$ cat src/rtl/fsr_pkg.sv
package fsr_pkg;
  localparam int REG_W = 16;
  localparam logic [7:0] REG_OFFSET = 8'hC8;

  localparam int BIT_SWEV  = 12;
  localparam int BIT_THERM = 11;
  localparam int BIT_LOCK  = 9;
  localparam int BIT_RFSH  = 8;

  localparam logic [REG_W-1:0] IMPL_MASK =
    (REG_W'(1) << BIT_SWEV) | (REG_W'(1) << BIT_THERM) |
    (REG_W'(1) << BIT_LOCK) | (REG_W'(1) << BIT_RFSH);

  // next value of a sticky W1C flag word: hardware set beats software clear
  function automatic logic [REG_W-1:0] fn_flag_next(
    input logic [REG_W-1:0] cur,
    input logic [REG_W-1:0] set,
    input logic [REG_W-1:0] clr);
    return ((cur & ~clr) | set) & IMPL_MASK;
  endfunction

  // rising flags that are permitted to request a message
  function automatic logic [REG_W-1:0] fn_rise(
    input logic [REG_W-1:0] nxt,
    input logic [REG_W-1:0] cur,
    input logic [REG_W-1:0] en);
    return nxt & ~cur & en;
  endfunction

  // saturating up/down step on a 32-bit carrier
  function automatic logic [31:0] fn_sat_step(
    input logic [31:0] cnt,
    input logic        up,
    input logic        dn,
    input logic [31:0] max);
    logic [31:0] r;
    r = cnt;
    if (up && !dn && cnt != max) r = cnt + 32'd1;
    else if (dn && !up && cnt != 32'd0) r = cnt - 32'd1;
    return r;
  endfunction
endpackage

$ cat src/rtl/fsr_rfsh_backlog.sv
module fsr_rfsh_backlog #(
  parameter int THRESH = 1024,
  parameter int CNT_W  = 11
) (
  input  logic clk,
  input  logic rst_n,
  input  logic req_i,
  input  logic done_i,
  output logic backlog_o
);
  import fsr_pkg::*;

  localparam logic [CNT_W-1:0] CNT_MAX = {CNT_W{1'b1}};
  localparam logic [CNT_W-1:0] CNT_THR = CNT_W'(THRESH);

  logic [CNT_W-1:0] cnt_q;
  logic [CNT_W-1:0] cnt_nxt;

  always_comb begin
    cnt_nxt = CNT_W'(fn_sat_step(32'(cnt_q), req_i, done_i, 32'(CNT_MAX)));
  end

  always_ff @(posedge clk) begin
    if (!rst_n) cnt_q <= '0;
    else        cnt_q <= cnt_nxt;
  end

  assign backlog_o = (cnt_q >= CNT_THR);

  p_no_wrap_r10: assert property (@(posedge clk) disable iff (!rst_n)
    (cnt_q == CNT_MAX && req_i && !done_i) |=> (cnt_q == CNT_MAX));
  p_no_underflow_r10: assert property (@(posedge clk) disable iff (!rst_n)
    (cnt_q == '0 && done_i && !req_i) |=> (cnt_q == '0));
endmodule

$ cat src/rtl/fsr_therm_gate.sv
module fsr_therm_gate #(
  parameter int NROUTE = 3
) (
  input  logic              clk,
  input  logic              rst_n,
  input  logic              trip_i,
  input  logic [NROUTE-1:0] route_i,
  input  logic              busy_i,
  output logic              sent_o,
  output logic [NROUTE-1:0] irq_o
);
  logic [NROUTE-1:0] irq_q;
  logic              legal_w;

  assign legal_w = $onehot(route_i);
  assign sent_o  = trip_i && legal_w && !busy_i;

  always_ff @(posedge clk) begin
    if (!rst_n) irq_q <= '0;
    else        irq_q <= sent_o ? route_i : '0;
  end

  assign irq_o = irq_q;

  p_one_route_r8: assert property (@(posedge clk) disable iff (!rst_n)
    $onehot0(irq_q));
  p_therm_block_r7: assert property (@(posedge clk) disable iff (!rst_n)
    busy_i |=> (irq_q == '0));
endmodule

$ cat src/rtl/fsr_flag_bank.sv
module fsr_flag_bank
  import fsr_pkg::*;
(
  input  logic             clk,
  input  logic             rst_n,
  input  logic [REG_W-1:0] set_i,
  input  logic [REG_W-1:0] clr_i,
  output logic [REG_W-1:0] flags_o,
  output logic [REG_W-1:0] next_o
);
  logic [REG_W-1:0] nxt_w;

  assign nxt_w  = fn_flag_next(flags_o, set_i, clr_i);
  assign next_o = nxt_w;

  for (genvar b = 0; b < REG_W; b++) begin : g_bit
    if (IMPL_MASK[b]) begin : g_impl
      logic f_q;
      always_ff @(posedge clk) begin
        if (!rst_n) f_q <= 1'b0;
        else        f_q <= nxt_w[b];
      end
      assign flags_o[b] = f_q;

      p_set_wins_r11: assert property (@(posedge clk) disable iff (!rst_n)
        set_i[b] |=> flags_o[b]);
      p_w1c_r3: assert property (@(posedge clk) disable iff (!rst_n)
        (clr_i[b] && !set_i[b]) |=> !flags_o[b]);
      p_sticky_r3: assert property (@(posedge clk) disable iff (!rst_n)
        (flags_o[b] && !clr_i[b]) |=> flags_o[b]);
    end else begin : g_rsvd
      assign flags_o[b] = 1'b0;
    end
  end
endmodule

$ cat src/rtl/fault_status_unit.sv
module fault_status_unit #(
  parameter int RFSH_THRESH = 1024
) (
  input  logic        clk,
  input  logic        rst_n,
  input  logic        sw_evt_i,
  input  logic        therm_trip_i,
  input  logic [2:0]  therm_route_i,
  input  logic        lock_nondram_i,
  input  logic        rfsh_req_i,
  input  logic        rfsh_done_i,
  input  logic [15:0] errcmd_en_i,
  input  logic        glb_serr_en_i,
  input  logic        reg_wr_i,
  input  logic [7:0]  reg_addr_i,
  input  logic [15:0] reg_wdata_i,
  output logic [15:0] reg_rdata_o,
  output logic        serr_req_o,
  output logic [2:0]  therm_irq_o
);
  import fsr_pkg::*;

  localparam int RFSH_CNT_W = $clog2(RFSH_THRESH) + 1;

  logic             hit_w;
  logic             backlog_w;
  logic             therm_sent_w;
  logic [REG_W-1:0] set_w;
  logic [REG_W-1:0] clr_w;
  logic [REG_W-1:0] flags_w;
  logic [REG_W-1:0] next_w;
  logic [REG_W-1:0] rise_w;
  logic             serr_q;

  assign hit_w = (reg_addr_i == REG_OFFSET);

  fsr_rfsh_backlog #(.THRESH(RFSH_THRESH), .CNT_W(RFSH_CNT_W)) u_rfsh (
    .clk       (clk),
    .rst_n     (rst_n),
    .req_i     (rfsh_req_i),
    .done_i    (rfsh_done_i),
    .backlog_o (backlog_w)
  );

  fsr_therm_gate #(.NROUTE(3)) u_therm (
    .clk     (clk),
    .rst_n   (rst_n),
    .trip_i  (therm_trip_i),
    .route_i (therm_route_i),
    .busy_i  (flags_w[BIT_THERM]),
    .sent_o  (therm_sent_w),
    .irq_o   (therm_irq_o)
  );

  always_comb begin
    set_w            = '0;
    set_w[BIT_SWEV]  = sw_evt_i;
    set_w[BIT_THERM] = therm_sent_w;
    set_w[BIT_LOCK]  = lock_nondram_i;
    set_w[BIT_RFSH]  = backlog_w;
    clr_w            = (reg_wr_i && hit_w) ? reg_wdata_i : '0;
  end

  fsr_flag_bank u_flags (
    .clk     (clk),
    .rst_n   (rst_n),
    .set_i   (set_w),
    .clr_i   (clr_w),
    .flags_o (flags_w),
    .next_o  (next_w)
  );

  assign rise_w = fn_rise(next_w, flags_w, errcmd_en_i & {REG_W{glb_serr_en_i}});

  always_ff @(posedge clk) begin
    if (!rst_n) serr_q <= 1'b0;
    else        serr_q <= |rise_w;
  end

  assign serr_req_o  = serr_q;
  assign reg_rdata_o = hit_w ? flags_w : '0;

  p_rsvd_zero_r1: assert property (@(posedge clk) disable iff (!rst_n)
    (reg_rdata_o & ~IMPL_MASK) == '0);
  p_serr_gate_r5: assert property (@(posedge clk) disable iff (!rst_n)
    $rose(serr_req_o) |-> $past(glb_serr_en_i));
  p_serr_cause_r12: assert property (@(posedge clk) disable iff (!rst_n)
    ((flags_w & errcmd_en_i) == (errcmd_en_i & IMPL_MASK) && glb_serr_en_i
     && $stable(errcmd_en_i)) |=> !serr_req_o);
endmodule

$ cat config.mk
export PLATFORM = sky130hd
export DESIGN_NAME = fault_status_unit
export DESIGN_NICKNAME = d
export VERILOG_FILES = /design/src/rtl/fsr_pkg.sv /design/src/rtl/fsr_rfsh_backlog.sv /design/src/rtl/fsr_therm_gate.sv /design/src/rtl/fsr_flag_bank.sv /design/src/rtl/fault_status_unit.sv
export SDC_FILE = /design/constraint.sdc
export NUM_CORES = 1
export LEC_CHECK = 0
export BUFFER_PORTS_ARGS = -buffer_cell sky130_fd_sc_hd__buf_2
export CORE_AREA = 5 5 69 86
export DETAILED_ROUTE_END_ITERATION = 6
export DIE_AREA = 0 0 74 91
export GPL_TIMING_DRIVEN = 0
export PLACE_DENSITY = 0.65
export SLEW_MARGIN = 40
export SYNTH_ARGS = -nofsm -noshare
export SYNTH_HDL_FRONTEND = slang
export SYNTH_HIERARCHICAL = 1
export SYNTH_SLANG_ARGS = --single-unit
$ cat constraint.sdc
create_clock -name clk -period 8.2 [get_ports clk]
set_clock_uncertainty 0.2 [all_clocks]
set_input_delay 1.64 -clock clk [delete_from_list [all_inputs] [get_ports clk]]
set_output_delay 1.64 -clock clk [all_outputs]
set_load 0.05 [all_outputs]
==> flow_summary.ini, run 1 <==
[status]
status = finished clean

[sta]
rsz0062_at_grt = no
finalSetupTns_ns = 0
hold_viol_final = 0
min_period_over_period = 0.571
period_needed_ns = 4.69
setup_viol = 0
setup_slack_ns = 3.51
fmax_ghz = 0.213
drv_slew = 0

[clocking]
clockRootBuffer = clkbuf_8
cts_resized = 0
cts.clk_slew.worst_paths_ns = 0.07
clkSinkCount = 19
ctsLongestPathBuffers = 2
postCtsSetupBuffers = 0
ctsHoldBuffers = 0
cts_tree = built
cts_buffers = 3
insertion_delay_ns = 0.25
htree_levels = 1

[worst_setup_path]
end_kind = output port
reg2regPathDepth = 9
cp.arrival_ns = 2.85
crit_required_ns = 6.36
startpoint_type = input pin
cp_max_fo = 10
worstSetupPathType = input pin to output port

[finish]
final_common_cell = buf_2
area_delta_synth_final_pct = 23.5
nNetsFinal = 346
antenna_cells = 0
drive_above_1_share = 0.337
final_util = 0.453
layout_common_cells = buf_2 (46), buf_4 (28), conb_1 (24)

[power]
p_leak_nw = 1.12
combPwrFrac = 0.556
swShare = 0.404
p_total_mw = 0.474
power_frac_clock = 0.139
p_per_area_nw_per_um2 = 207
p_switching_mw = 0.191
seq_power_share = 0.305
vdd_drop_max_v = 0.0000927
intPower_mw = 0.283

[drt]
vias = 1637
totalWireLength_um = 4200
drt_iter0_markers = 56
remaining_drc_errors = 0
ant_nets = 0
wl_per_cell_um = 12.2
viasPerCell = 4.76
dr.pass1.iters = 4

[global_route]
grt_overflow = 0
grt_pass1_vias = 1648
grt_pass1_wl_um = 6900
antenna_found_initial = 0
track_usage = 0.123
grt_max_degree = 13

[place]
pre_cts_slack_ns = 3.50
hpwl_um = 3560
place.gp.congestion = 0.820
port_buffers = 45

[logic_synthesis]
yosysWarningCount = 6
syn_inst = 210
avgSynthCellArea_sq_um = 8.82
synth_area_sq_um = 1850

[die]
die_w_um = 74
row_count = 29
start_util = 0.367
core-area_sq_um = 5040
io_pins = 72
fp.dieH_um = 91
die_area_sq_um = 6730

[hold_path]
hold-path-cell-count = 2
hp-class = flop to flop

[job]
max_cap_viol_count = 0
## layer usage
layer  GRT usage  routed length, um  up-vias
met2       0.223               2090       53
met1       0.144               1730      725
met4      0.0438                 66        0
li1            -                  -      853
met3      0.0166                310        6
met5           0                  0        -
## worst max-delay path, stage by stage
cell and delay (ns):
buf_2 0.10, nor4_1 0.27, and4bb_4 0.31, buf_6 0.14, and2_1 0.13, buf_2 0.26
## power groups by stage
stage,Sequential (mW),Clock [mW],Combinational (mW)
floorplan,0.143,0,0.212
global placement,0.146,0,0.259
detailed placement,0.147,0,0.263
CTS,0.145,0.0684,0.264
global route,0.149,0.0729,0.298
finish,0.145,0.0658,0.264
## worst paths after layout
check / startpoint / end / slack, ns
setup / recovery: reg_addr_i[1] / reg_rdata_o[8] / 3.51
hold / removal: u_rfsh/cnt_q[10]$_SDFFE_PN0P_ / u_rfsh/cnt_q[10]$_SDFFE_PN0P_ / 0.31
setup reg to reg: u_rfsh/cnt_q[1]$_SDFFE_PN0P_ / u_rfsh/cnt_q[10]$_SDFFE_PN0P_ / 5.00
hold reg to reg: u_rfsh/cnt_q[10]$_SDFFE_PN0P_ / u_rfsh/cnt_q[10]$_SDFFE_PN0P_ / 0.31
## state kept, by name, indices dropped and copies added (netlist names)
signal                    cells
u_rfsh/cnt_q                 11
u_therm/irq_o                 3
serr_req_o                    1
u_flags/g_bit.g_impl.f_q      4
## layout make-up
type | instances | area [sq um]
inverters | 9 | 33.8
plain buffers | 36 | 279
flip-flops and latches | 19 | 380
well taps | 62 | 77.6
fillers | 506 | 2760
clock inverters | 1 | 5.00
multi-input cells | 169 | 1240
clock buffers | 3 | 41.3
repair buffers | 45 | 225
## per-stage QoR
stage	area, sq um	cells	hold WS (ns)
4_1_cts	2290	344	0.316
5_1_grt	2290	344	0.351
3_3_place_gp	2240	340	0.297
3_5_place_dp	2240	340	0.302
2_1_floorplan	1940	233	0.269
6_report	2290	344	0.314
(Power assumes the default switching activity.)
==> run 2: changes to the inputs <==
--- a/config.mk
+++ b/config.mk
@@ -10,7 +10,7 @@
 export DETAILED_ROUTE_END_ITERATION = 6
 export DIE_AREA = 0 0 74 91
 export GPL_TIMING_DRIVEN = 0
-export PLACE_DENSITY = 0.65
+export PLACE_DENSITY = 0.68
 export SLEW_MARGIN = 40
 export SYNTH_ARGS = -nofsm -noshare
 export SYNTH_HDL_FRONTEND = slang
==> constraint.sdc (replaced) <==
create_clock -name clk -period 3.95 [get_ports clk]
set_clock_uncertainty 0.2 [all_clocks]
set_input_delay 0.79 -clock clk [delete_from_list [all_inputs] [get_ports clk]]
set_output_delay 0.79 -clock clk [all_outputs]
set_load 0.05 [all_outputs]
==> run 2 against run 1 <==
Against the previous run: wire length unchanged; clock power grew 110%; total power increased by 110%; worst hold slack worse by 0.0074 ns; via count is 0.37% higher; critical path type is now flop to flop; critical endpoint is now u_rfsh/cnt_q[10]$_SDFFE_PN0P_; clock-buffer cell count is the same.
==> flow_summary.ini, run 2 (same netlist as run 1, synthesis figures left out) <==
[global_route]
grt_max_degree = 13
grt_pass1_vias = 1590
track_usage = 0.124
grt_pass1_wl_um = 6870
grt_overflow = 0
antenna_found_initial = 0

[drt]
wl_per_cell_um = 12.2
ant_nets = 0
dr.pass1.iters = 4
viasPerCell = 4.78
drt_iter0_markers = 42
totalWireLength_um = 4200
remaining_drc_errors = 0
vias = 1643

[power]
p_leak_nw = 1.12
power_frac_clock = 0.137
seq_power_share = 0.304
p_switching_mw = 0.398
vdd_drop_max_v = 0.000178
p_per_area_nw_per_um2 = 431
swShare = 0.404
combPwrFrac = 0.558
intPower_mw = 0.587
p_total_mw = 0.985

[sta]
rsz0062_at_grt = no
fmax_ghz = 0.307
worstMarginPinSlew_ns = 0.513
relSlewSlack = 0.661
drv_slew = 0
period_needed_ns = 3.25
hold_viol_final = 0
setup_viol = 0
min_period_over_period = 0.824
finalSetupTns_ns = 0

[finish]
seq_area_sq_um = 380
largest_reg_flops = 11
drive_above_1_share = 0.337
final_common_cell = buf_2
area_delta_synth_final_pct = 23.5
largest_register = u_rfsh/cnt_q
nNetsFinal = 346
multiInputGateArea_sq_um = 1240
fillers = 524
layout_common_cells = buf_2 (46), buf_4 (28), conb_1 (24)
final_area_sq_um = 2290
antenna_cells = 0

[place]
place.gp.congestion = 0.771
dpl_cell_area_sq_um = 2240
hpwl_um = 3460
port_buffers = 45

[worst_setup_path]
cp_max_fo = 10
end_kind = flop
startpoint_type = flop
crit_required_ns = 3.93
cp.arrival_ns = 3.24
worstSetupPathType = flop to flop

[die]
fp.dieH_um = 91
row_count = 29
start_util = 0.367
die_area_sq_um = 6730
die_w_um = 74
core-area_sq_um = 5040
io_pins = 72

[clocking]
htree_levels = 1
cts_tree = built
clkSinkCount = 19
insertion_delay_ns = 0.25
cts_buffers = 3
clockRootBuffer = clkbuf_8
ctsHoldBuffers = 0
postCtsSetupBuffers = 0
cts.clk_slew.worst_paths_ns = 0.07
ctsLongestPathBuffers = 2
cts_resized = 0

[job]
max_cap_viol_count = 0

[status]
status = finished clean

[hold_path]
hp-class = flop to flop
==> run 2: cell counts in the layout (fill, tap and decap cells not counted) <==
Identical to the previous run, type by type.
==> run 2: through the flow <==
stage | setup WS [ns] | util | std cells | hold slack, ns
floorplan | 0.967 | - | 233 | 0.269
detailed placement | 0.540 | 0.444 | 340 | 0.306
CTS | 0.738 | 0.453 | 344 | 0.307
global placement | 0.551 | 0.444 | 340 | 0.282
global route | 0.456 | 0.453 | 344 | 0.355
finish | 0.696 | 0.453 | 344 | 0.307
==> run 2: power by group through the flow <==
stage | Sequential (mW) | Clock [mW] | Combinational (mW)
after CTS | 0.300 | 0.140 | 0.547
after detailed placement | 0.305 | 0 | 0.543
after floorplan | 0.296 | 0 | 0.440
after global routing | 0.308 | 0.148 | 0.609
final | 0.300 | 0.135 | 0.550
after global placement | 0.303 | 0 | 0.535
==> run 2: final timing paths <==
kind | endpoint | cells after the start | start | slack (ns)
setup / recovery | u_rfsh/cnt_q[10]$_SDFFE_PN0P_ | 9 | u_rfsh/cnt_q[1]$_SDFFE_PN0P_ | 0.70
hold / removal | u_rfsh/cnt_q[10]$_SDFFE_PN0P_ | 2 | u_rfsh/cnt_q[10]$_SDFFE_PN0P_ | 0.31
setup reg to reg | u_rfsh/cnt_q[10]$_SDFFE_PN0P_ | 9 | u_rfsh/cnt_q[1]$_SDFFE_PN0P_ | 0.70
hold reg to reg | u_rfsh/cnt_q[10]$_SDFFE_PN0P_ | 2 | u_rfsh/cnt_q[10]$_SDFFE_PN0P_ | 0.31
==> run 2: area by class of cell <==
type,instances,share of cell area
inverter,9,0.0148
clock buffer,3,0.0181
timing repair buffer,45,0.0985
sequential,19,0.166
multi-input combinational,169,0.544
buffer,36,0.122
clock inverter,1,0.00219
tap,62,0.0339
==> run 2: critical path, stage by stage, from the launching register on <==
cell and delay, ns:
dfxtp_1 0.45, nand4_1 0.15, o311a_4 0.41, inv_1 0.30, ha_1 0.37, a211oi_1 0.33
o21ai_0 0.19, a221oi_2 0.31, mux2i_1 0.26, mux2i_1 0.20
==> run 2: layer usage <==
layer / up-vias / GRT usage / wire (um)
li1: 853 / - / -
met1: 748 / 0.152 / 1800
met2: 40 / 0.219 / 2100
met3: 2 / 0.0155 / 262
met4: 0 / 0.0363 / 38
met5: - / 0 / 0
==> run 3: changes to the inputs <==
--- a/config.mk
+++ b/config.mk
@@ -10,7 +10,7 @@
 export DETAILED_ROUTE_END_ITERATION = 6
 export DIE_AREA = 0 0 74 91
 export GPL_TIMING_DRIVEN = 0
-export PLACE_DENSITY = 0.68
+export PLACE_DENSITY = 0.65
 export SLEW_MARGIN = 40
 export SYNTH_ARGS = -nofsm -noshare
 export SYNTH_HDL_FRONTEND = slang
==> constraint.sdc (replaced) <==
create_clock -name clk -period 3.3 [get_ports clk]
set_clock_uncertainty 0.2 [all_clocks]
set_input_delay 0.66 -clock clk [delete_from_list [all_inputs] [get_ports clk]]
set_output_delay 0.66 -clock clk [all_outputs]
set_load 0.05 [all_outputs]
==> run 3 against run 2 <==
Against the previous run: utilization grew 0.17 points; global-route usage is essentially flat; critical path type is now input pin to flop; clock power rose by 21%; worst setup slack got worse by 0.40 ns; largest power group unchanged; sequential power is 20% higher; clock-buffer cell count did not move; largest cell class unchanged; highest routed layer unchanged; sequential share of layout area is 0.063 points lower.
==> flow_summary.ini, run 3 (same netlist as run 1, synthesis figures left out) <==
[place]
place.gp.congestion = 0.820
port_buffers = 45
hpwl_um = 3560

[worst_setup_path]
crit_chain = buf_2, inv_1, o311a_4, clkinvlp_4, fa_1, a211oi_2, o21ai_0, a221oi_2, mux2i_1, mux2i_1
cp.arrival_ns = 2.99
path_buf_inv = 3
cp_max_fo = 10
end_kind = flop
path_common_cell = mux2i_1
cp_top_family = compound AO/OA/AOI/OAI gates
crit_required_ns = 3.28
startpoint_type = input pin
worstSetupPathType = input pin to flop
cpMaxStageDelayCell = fa_1
max_stage_delay_ns = 0.49

[global_route]
grt_max_degree = 13
grt_overflow = 0
track_usage = 0.123
grt_pass1_vias = 1648
antenna_found_initial = 0
grt_pass1_wl_um = 6900

[drt]
viasPerCell = 4.73
wl_per_cell_um = 12.1
drt_iter0_markers = 46
vias = 1626
remaining_drc_errors = 0
dr.pass1.iters = 4
ant_nets = 0
totalWireLength_um = 4170

[power]
vdd_drop_max_v = 0.000230
p_leak_nw = 1.12
p_per_area_nw_per_um2 = 515

[finish]
seq_area_sq_um = 380
final_util = 0.455
nNetsFinal = 346
antenna_cells = 0
fillers = 505
final_common_cell = buf_2
area_delta_synth_final_pct = 24.0
largest_register = u_rfsh/cnt_q
layout_common_cells = buf_2 (46), buf_4 (28), conb_1 (24)
largest_reg_flops = 11
drive_above_1_share = 0.344
multiInputGateArea_sq_um = 1250

[die]
io_pins = 72
die_area_sq_um = 6730
start_util = 0.367
row_count = 29
core-area_sq_um = 5040
die_w_um = 74
fp.dieH_um = 91

[clocking]
cts.clk_slew.worst_paths_ns = 0.07
insertion_delay_ns = 0.25
ctsLongestPathBuffers = 2
clkSinkCount = 19
cts_tree = built
clockRootBuffer = clkbuf_8
htree_levels = 1
cts_buffers = 3

[sta]
setup_viol = 0
period_needed_ns = 3.01
fmax_ghz = 0.333
min_period_over_period = 0.911
finalSetupTns_ns = 0
hold_slack_ns = 0.315
drv_slew = 0
rsz0062_at_grt = no
hold_viol_final = 0

[status]
status = finished clean

[job]
max_cap_viol_count = 0

[hold_path]
hp-class = flop to flop
-- run 3: cell types whose count changed in the layout (fill, tap and decap cells not counted) --
cell and delta:
clkinvlp_4 +1, a211oi_1 -1, inv_1 -1, a211oi_2 +1
-- run 3: what timing repair did --
item / CTS / global route
endpoints found under the setup margin: 0 / 1
hold buffers: 0 / 0
gates resized for setup: 0 / 2
setup buffers: 0 / 0
-- run 3: final timing paths --
path | startpoint | endpoint | slack [ns] | cells past startpoint
worst max register to register | u_rfsh/cnt_q[1]$_SDFFE_PN0P_ | u_rfsh/cnt_q[10]$_SDFFE_PN0P_ | 0.31 | 9
worst min register to register | u_rfsh/cnt_q[10]$_SDFFE_PN0P_ | u_rfsh/cnt_q[10]$_SDFFE_PN0P_ | 0.31 | 2
worst min-delay path | u_rfsh/cnt_q[10]$_SDFFE_PN0P_ | u_rfsh/cnt_q[10]$_SDFFE_PN0P_ | 0.31 | 2
worst max-delay path | rfsh_done_i | u_rfsh/cnt_q[10]$_SDFFE_PN0P_ | 0.29 | 10
-- run 3: through the flow --
stage | setup slack, ns | area [sq um] | instances | power [mW]
finish | 0.295 | 2300 | 344 | 1.18
global route | 0.0647 | 2300 | 344 | 1.30
CTS | 0.0700 | 2290 | 344 | 1.19
detailed placement | 0.0380 | 2240 | 340 | 1.02
global placement | 0.0392 | 2240 | 340 | 1.01
floorplan | 0.447 | 1940 | 233 | 0.880
-- run 3: metal layers --
layer  GRT usage  wire (um)  share of wire  vias up
met5           0          0              0        -
met4      0.0438         66          0.016        0
met3      0.0166        296          0.071        6
met2       0.223       2080           0.50       49
met1       0.144       1730           0.41      717
li1            -          -              -      854
-- run 3: cell type report --
cell class              count  area share
flip-flops and latches     19       0.166
plain buffers              36       0.122
well taps                  62      0.0338
inverters                   9      0.0163
multi-input cells         169       0.544
repair buffers             45      0.0981
clock buffers               3      0.0180
clock inverters             1     0.00218
-- run 3: worst register-to-register path, cell delays in order (launching register included) --
cell and delay [ns]:
dfxtp_1 0.45, nand4_1 0.15, o311a_4 0.42, clkinvlp_4 0.19, ha_1 0.33, a211oi_2 0.26, o21ai_0 0.16, a221oi_2 0.30
mux2i_1 0.26, mux2i_1 0.20
-- run 3: report_power, final --
part | internal (mW) | leakage, nW | switching (mW)
logic | 0.329 | 0.940 | 0.330
registers | 0.292 | 0.157 | 0.0672
clock network | 0.0839 | 0.0255 | 0.0791
total | 0.705 | 1.12 | 0.476
